## config.mk

```make
export PLATFORM = sky130hd
export DESIGN_NAME = line_rate_discriminator
export DESIGN_NICKNAME = d
export VERILOG_FILES = /design/src/rtl/lrd_pkg.sv /design/src/rtl/lrd_reset_sync.sv /design/src/rtl/lrd_sync_edge.sv /design/src/rtl/lrd_window_ctrl.sv /design/src/rtl/lrd_verdict.sv /design/src/rtl/line_rate_discriminator.sv
export SDC_FILE = /design/constraint.sdc
export NUM_CORES = 1
export LEC_CHECK = 0
export BUFFER_PORTS_ARGS = -buffer_cell sky130_fd_sc_hd__clkbuf_2
export CAP_MARGIN = 20
export CORE_MARGIN = 10
export CORE_UTILIZATION = 54
export DETAILED_ROUTE_END_ITERATION = 8
export MAX_ROUTING_LAYER = met4
export PLACE_DENSITY = 0.72
export SETUP_SLACK_MARGIN = 0.1
export SYNTH_ARGS = -nofsm -noshare
export SYNTH_HDL_FRONTEND = slang
export SYNTH_SLANG_ARGS = --single-unit
```

## constraint.sdc

```tcl
create_clock -name clk_osc -period 1.6 [get_ports clk_osc]
set_input_delay 0.08 -clock clk_osc [delete_from_list [all_inputs] [get_ports clk_osc]]
set_output_delay 0.08 -clock clk_osc [all_outputs]
set_load 0.01 [all_outputs]
```

## src/rtl/lrd_pkg.sv

```systemverilog
package lrd_pkg;

  // Measurement window state
  typedef enum logic {
    ST_IDLE = 1'b0,
    ST_MEAS = 1'b1
  } meas_state_t;

  // Outcome of a closed window or a lost reference
  typedef enum logic [1:0] {
    VERDICT_NONE = 2'd0,
    VERDICT_FAST = 2'd1,
    VERDICT_SLOW = 2'd2,
    VERDICT_LOST = 2'd3
  } verdict_t;

endpackage

```

## src/rtl/lrd_reset_sync.sv

```systemverilog
module lrd_reset_sync #(
  parameter int STAGES = 2
) (
  input  logic clk,
  input  logic arst_n,
  output logic srst_n
);

  logic [STAGES-1:0] chain_q;
  logic [STAGES-1:0] chain_d;

  always_comb begin
    chain_d = {chain_q[STAGES-2:0], 1'b1};
  end

  always_ff @(posedge clk or negedge arst_n) begin
    if (!arst_n) begin
      chain_q <= '0;
    end else begin
      chain_q <= chain_d;
    end
  end

  assign srst_n = chain_q[STAGES-1];

endmodule

```

## src/rtl/lrd_sync_edge.sv

```systemverilog
module lrd_sync_edge #(
  parameter int STAGES = 2
) (
  input  logic clk,
  input  logic rst_n,
  input  logic async_in,
  output logic rise
);

  logic [STAGES-1:0] meta_q;
  logic [STAGES-1:0] meta_d;
  logic              last_q;
  logic              last_d;

  // Synchroniser chain, length picked by the parameter
  generate
    if (STAGES == 1) begin : g_single
      always_comb meta_d = async_in;
    end else begin : g_chain
      always_comb meta_d = {meta_q[STAGES-2:0], async_in};
    end
  endgenerate

  always_comb begin
    last_d = meta_q[STAGES-1];
  end

  always_ff @(posedge clk or negedge rst_n) begin
    if (!rst_n) begin
      meta_q <= '0;
      last_q <= 1'b0;
    end else begin
      meta_q <= meta_d;
      last_q <= last_d;
    end
  end

  assign rise = meta_q[STAGES-1] & ~last_q;

endmodule

```

## src/rtl/lrd_window_ctrl.sv

```systemverilog
module lrd_window_ctrl
  import lrd_pkg::*;
#(
  parameter int WIN_COUNT = 1445,
  parameter int LINES     = 1,
  parameter int CNT_W     = 12,
  parameter int LINE_W    = 1
) (
  input  logic             clk,
  input  logic             rst_n,
  input  logic             sync_rise,
  output logic             win_end,
  output logic             timeout_hit,
  output logic [CNT_W-1:0] cycle_cnt
);

  localparam logic [CNT_W-1:0]  TO_LIMIT  = CNT_W'(2 * WIN_COUNT);
  localparam logic [LINE_W-1:0] LAST_LINE = LINE_W'(LINES - 1);

  meas_state_t       state_q, state_d;
  logic [CNT_W-1:0]  cnt_q, cnt_d;
  logic [LINE_W-1:0] lines_q, lines_d;
  logic              upd_en;
  logic              last_line;

  always_comb begin
    state_d     = state_q;
    cnt_d       = cnt_q;
    lines_d     = lines_q;
    win_end     = 1'b0;
    timeout_hit = 1'b0;
    last_line   = (lines_q == LAST_LINE);
    upd_en      = (state_q == ST_MEAS) || sync_rise;
    case (state_q)
      ST_IDLE: begin
        if (sync_rise) begin
          state_d = ST_MEAS;
          cnt_d   = CNT_W'(1);
          lines_d = '0;
        end
      end
      ST_MEAS: begin
        if (sync_rise && last_line) begin
          // close this window and open the next in the same cycle
          win_end = 1'b1;
          cnt_d   = CNT_W'(1);
          lines_d = '0;
        end else if (cnt_q == TO_LIMIT) begin
          timeout_hit = 1'b1;
          state_d     = ST_IDLE;
          cnt_d       = '0;
          lines_d     = '0;
        end else begin
          cnt_d = cnt_q + CNT_W'(1);
          if (sync_rise) begin
            lines_d = lines_q + LINE_W'(1);
          end
        end
      end
      default: begin
        state_d = ST_IDLE;
        cnt_d   = '0;
        lines_d = '0;
      end
    endcase
  end

  always_ff @(posedge clk or negedge rst_n) begin
    if (!rst_n) begin
      state_q <= ST_IDLE;
      cnt_q   <= '0;
      lines_q <= '0;
    end else if (upd_en) begin
      state_q <= state_d;
      cnt_q   <= cnt_d;
      lines_q <= lines_d;
    end
  end

  assign cycle_cnt = cnt_q;

endmodule

```

## src/rtl/lrd_verdict.sv

```systemverilog
module lrd_verdict
  import lrd_pkg::*;
#(
  parameter int WIN_COUNT = 1445,
  parameter int CNT_W     = 12
) (
  input  logic             clk,
  input  logic             rst_n,
  input  logic             win_end,
  input  logic             timeout_hit,
  input  logic [CNT_W-1:0] cycle_cnt,
  output logic             fast_q,
  output logic             slow_q,
  output logic             lost_q
);

  localparam logic [CNT_W-1:0] NOMINAL = CNT_W'(WIN_COUNT);

  verdict_t verdict_d;
  logic     fast_d, slow_d, lost_d;

  always_comb begin
    verdict_d = VERDICT_NONE;
    if (timeout_hit) begin
      verdict_d = VERDICT_LOST;
    end else if (win_end) begin
      if (cycle_cnt > NOMINAL) begin
        verdict_d = VERDICT_FAST;   // terminal count came first
      end else if (cycle_cnt < NOMINAL) begin
        verdict_d = VERDICT_SLOW;   // reference edge came first
      end
    end
    fast_d = (verdict_d == VERDICT_FAST);
    slow_d = (verdict_d == VERDICT_SLOW);
    lost_d = (verdict_d == VERDICT_LOST);
  end

  always_ff @(posedge clk or negedge rst_n) begin
    if (!rst_n) begin
      fast_q <= 1'b0;
      slow_q <= 1'b0;
      lost_q <= 1'b0;
    end else begin
      fast_q <= fast_d;
      slow_q <= slow_d;
      lost_q <= lost_d;
    end
  end

endmodule

```

## src/rtl/line_rate_discriminator.sv

```systemverilog
module line_rate_discriminator #(
  parameter int WIN_COUNT   = 1445,
  parameter int LINES       = 1,
  parameter int SYNC_STAGES = 2
) (
  input  logic clk_osc,
  input  logic rst_n,
  input  logic sync_in,
  output logic rate_fast,
  output logic rate_slow,
  output logic sync_lost
);

  localparam int CNT_W  = $clog2(2 * WIN_COUNT + 1);
  localparam int LINE_W = (LINES > 1) ? $clog2(LINES) : 1;

  logic             rst_int_n;
  logic             sync_rise;
  logic             win_end;
  logic             timeout_hit;
  logic [CNT_W-1:0] cycle_cnt;

  lrd_reset_sync #(.STAGES(2)) u_rst (
    .clk    (clk_osc),
    .arst_n (rst_n),
    .srst_n (rst_int_n)
  );

  lrd_sync_edge #(.STAGES(SYNC_STAGES)) u_edge (
    .clk      (clk_osc),
    .rst_n    (rst_int_n),
    .async_in (sync_in),
    .rise     (sync_rise)
  );

  lrd_window_ctrl #(
    .WIN_COUNT (WIN_COUNT),
    .LINES     (LINES),
    .CNT_W     (CNT_W),
    .LINE_W    (LINE_W)
  ) u_win (
    .clk         (clk_osc),
    .rst_n       (rst_int_n),
    .sync_rise   (sync_rise),
    .win_end     (win_end),
    .timeout_hit (timeout_hit),
    .cycle_cnt   (cycle_cnt)
  );

  lrd_verdict #(
    .WIN_COUNT (WIN_COUNT),
    .CNT_W     (CNT_W)
  ) u_verdict (
    .clk         (clk_osc),
    .rst_n       (rst_int_n),
    .win_end     (win_end),
    .timeout_hit (timeout_hit),
    .cycle_cnt   (cycle_cnt),
    .fast_q      (rate_fast),
    .slow_q      (rate_slow),
    .lost_q      (sync_lost)
  );

endmodule

```

==> run_results.csv <==
group,metric,value,unit
floorplan,die_height,65.36,um
flow_run,drv_cap,0,
cts,cts-root-buf,"clkbuf_4",
synthesis,synth-edff-count,0,
route,totalWireLength,2568,um
synthesis,synth_top_area_share,49.55,%
synthesis,synthTopCellsByArea,"dfrtp_1 50%, xor2_1 4.7%, ha_1 4.5%",
route,drt_iter0_markers,65,
power_and_ir_drop,power.density,1042,mW/mm^2
route,drtPass1Iterations,4,
synthesis,synth_area,0.001111,sq mm
synthesis,synth.distinct_cells,40,
critical_path,required,1.81,ns
power_and_ir_drop,swShare,28.39,%
critical_path,reg2reg_depth,5,
layout,nNetsFinal,133,
floorplan,start_util,56.63,%
timing,fmax,565.9,MHz
cts,clock-sinks,22,
timing,rsz0062_at_grt,"yes",
synthesis,syn_inst,98,
critical_path,rr_startpoint,"u_win.cycle_cnt[10]$_DFFE_PN0P_",
synthesis,yosysSeqAreaShare,49.55,%
power_and_ir_drop,power_frac_seq,44.4,%
placed_design,dp.cells,141,
timing,hold_violations,0,
synthesis,synth_nets,105,
power_and_ir_drop,p_int,1048,uW
route,via_count,904,
power_and_ir_drop,combPwrFrac,26.2,%
timing,setup_violations,12,
route,routedWlPerCell,16.89,um
min_path,hold_class,"in2async",
power_and_ir_drop,power.switching,415.3,uW
layout,antenna_cells,0,
cts,clk_path_buf_depth,2,
synthesis,avgSynthCellArea,11.34,sq um
route,ant_nets,0,
critical_path,endpoint,"u_win.cycle_cnt[2]$_DFFE_PN0P_",
timing,min_period_over_period,110.4,%
power_and_ir_drop,clkPwrFrac,29.4,%
timing,tns,-1.724,ns
layout,stdcell_count,152,
grt,grt_max_degree,21,
floorplan,die_area,0.004272,sq mm
power_and_ir_drop,irDropWorstVdd,0.7540,mV
timing,maxSlewViolCount,0,
layout,drive_above_1_share,38.40,%
synthesis,yosys_warnings,0,
layout,nFillCells,159,
floorplan,row_count,16,
grt,grt_pass1_vias,909,
grt,antenna_found_initial,0,
layout,synthToLayoutAreaGrowth,26.35,%
timing,setup_ws,-0.1670,ns
placed_design,port_buffers,5,
floorplan,die_x,65.36,um
critical_path,timing.rr.end,"u_win.cycle_cnt[2]$_DFFE_PN0P_",
power_and_ir_drop,p_leak,0.0006515,uW
placed_design,dp_hpwl,1687,um
run_status,status,"finished, violations left",
critical_path,path_max_fanout,3,
critical_path,worst_ep_arrival_time,1.98,ns
grt,gr-total-overflow,0,
cts,clk_pin_slew,0.13,ns
route,drc,0,
critical_path,cp-start-kind,"register",
synthesis,synth_seq_cells,22,
critical_path,endpoint_kind,"register",
cts,ctsHtreeMaxLevel,1,
timing,clock_skew,0.004926,ns
grt,grt.total_usage,12.51,%
floorplan,io_pins,6,
cts,cts_tree,"yes",
floorplan,design.core.area,0.001962,sq mm
route,vias_per_cell,5.947,
cts,numCtsBuffers,3,
critical_path,cp-startpoint,"u_win.cycle_cnt[10]$_DFFE_PN0P_",
synthesis,yosysMostFrequentCell,"dfrtp_1",
synthesis,synth_top_area_cell,"dfrtp_1",
grt,grt_first_pass_wirelength,4188,um
cts,insertion_delay,0.31,ns
synthesis,ys_async_sr_fraction,100.0,%
run_status,violations,"setup timing",
critical_path,critical_path_class,"reg2reg",
placed_design,gp_congestion,0.9339,
synthesis,ys_top_cells_by_count,"22 x dfrtp_1, 11 x nor2_1, 6 x xor2_1",
synthesis,synthFlopType,"dfrtp_1",
critical_path,rrSetupSlack,-0.17,ns
timing,min_period,1.767,ns
==> routing by layer <==
metal  vias to the layer above  track usage, %  part of all wire (%)
li1                        418               -                     -
met1                       450           14.94                    46
met2                        32           20.37                    47
met3                         4           2.373                   4.8
met4                         0           4.813                   1.7
met5                         -               -                     0
==> cell usage in the layout, fill, tap and decap left out, drive strengths merged, types with 3 or more instances in the layout <==
cell type and n:
o211ai 3, buf 17, and3 3, o21ai 4, clkbuf 8, o2111ai 3, nor3b 3, a21oi 4
and4 3, xor2 6, ha 4, nor2 12, dfrtp 22
==> worst min-delay path by stage <==
stage                     depth (start not counted)  startpoint                    endpoint  slack, ns
final                                             2       rst_n  u_rst.chain_q[0]$_DFF_PN0_       0.06
after floorplan                                   0       rst_n  u_rst.chain_q[0]$_DFF_PN0_      -0.22
after detailed placement                          1       rst_n  u_rst.chain_q[0]$_DFF_PN0_      -0.13
after CTS                                         2       rst_n  u_rst.chain_q[0]$_DFF_PN0_       0.06
after global routing                              2       rst_n  u_rst.chain_q[0]$_DFF_PN0_       0.07
after global placement                            1       rst_n  u_rst.chain_q[1]$_DFF_PN0_      -0.13
==> metrics by stage <==
step                      power, uW  setup WS [ns]  utilization [%]  hold slack [ns]  instance area, sq um
final                          1463        -0.1670            71.56          0.06025                  1404
after global routing           1523        -0.2036            71.56          0.06556                  1404
after CTS                      1409       -0.09791            69.13          0.05942                  1356
after detailed placement      971.3       -0.08949            63.71          -0.1338                  1250
after global placement        964.1       -0.03845            63.71          -0.1350                  1250
after floorplan               842.6       -0.05235                -          -0.2156                  1115
==> state kept, by name, summed over array words and instances (netlist names) <==
register and flops:
u_edge.last_q 1, u_edge.meta_q 2, u_rst.chain_q 2, u_verdict.fast_q 1, u_verdict.lost_q 1, u_verdict.slow_q 1
u_win.cycle_cnt 12, u_win.lines_q 1, u_win.state_q 1
==> critical path, stage by stage, from the launching register on <==
cell     delay, ns
dfrtp_1       0.40
or4b_4        0.56
nor3_4        0.29
buf_6         0.16
nor2_2        0.05
a22o_1        0.20
==> power groups by stage <==
stage	clock network (uW)	logic, uW	registers [uW]
6_report	430	383	650
5_1_grt	450	416	657
4_1_cts	431	333	645
3_5_place_dp	0	314	657
3_3_place_gp	0	308	656
2_1_floorplan	0	169	673
==> what timing repair did <==
| item | 4_1_cts | 5_1_grt |
|---|---|---|
| endpoints found under the hold margin | 3 | 0 |
| hold buffers | 2 | 0 |
| gates cloned | 0 | 0 |
| endpoints found under the setup margin | 14 | 16 |
| setup buffers | 4 | 1 |
| gates resized for setup | 1 | 13 |
| pin swaps | 4 | 7 |
==> cell families (layout without fill, tap and decap cells) <==
kind of cell	count (synthesis)	in the layout	synth area share, %
and+or+nand+nor	38	38	22.75
other	1	1	0.3375
AOI/OAI and AO/OA	24	24	16.22
xor gates and xnor gates	6	6	4.730
adders and majority gates	4	4	4.505
buffers and inverters	3	30	1.914
DFF	22	22	49.55
==> layout make-up <==
class | count | area (sq um) | area share [%]
Sequential cell | 22 | 551.8 | 39.30
Timing Repair Buffer | 24 | 183.9 | 13.10
Clock inverter | 1 | 30.03 | 2.139
Tap cell | 27 | 33.78 | 2.406
Inverter | 2 | 7.507 | 0.5348
Clock buffer | 3 | 22.52 | 1.604
Multi-Input combinational cell | 73 | 574.3 | 40.91
Note: power is estimated with default switching activity, not from simulation.
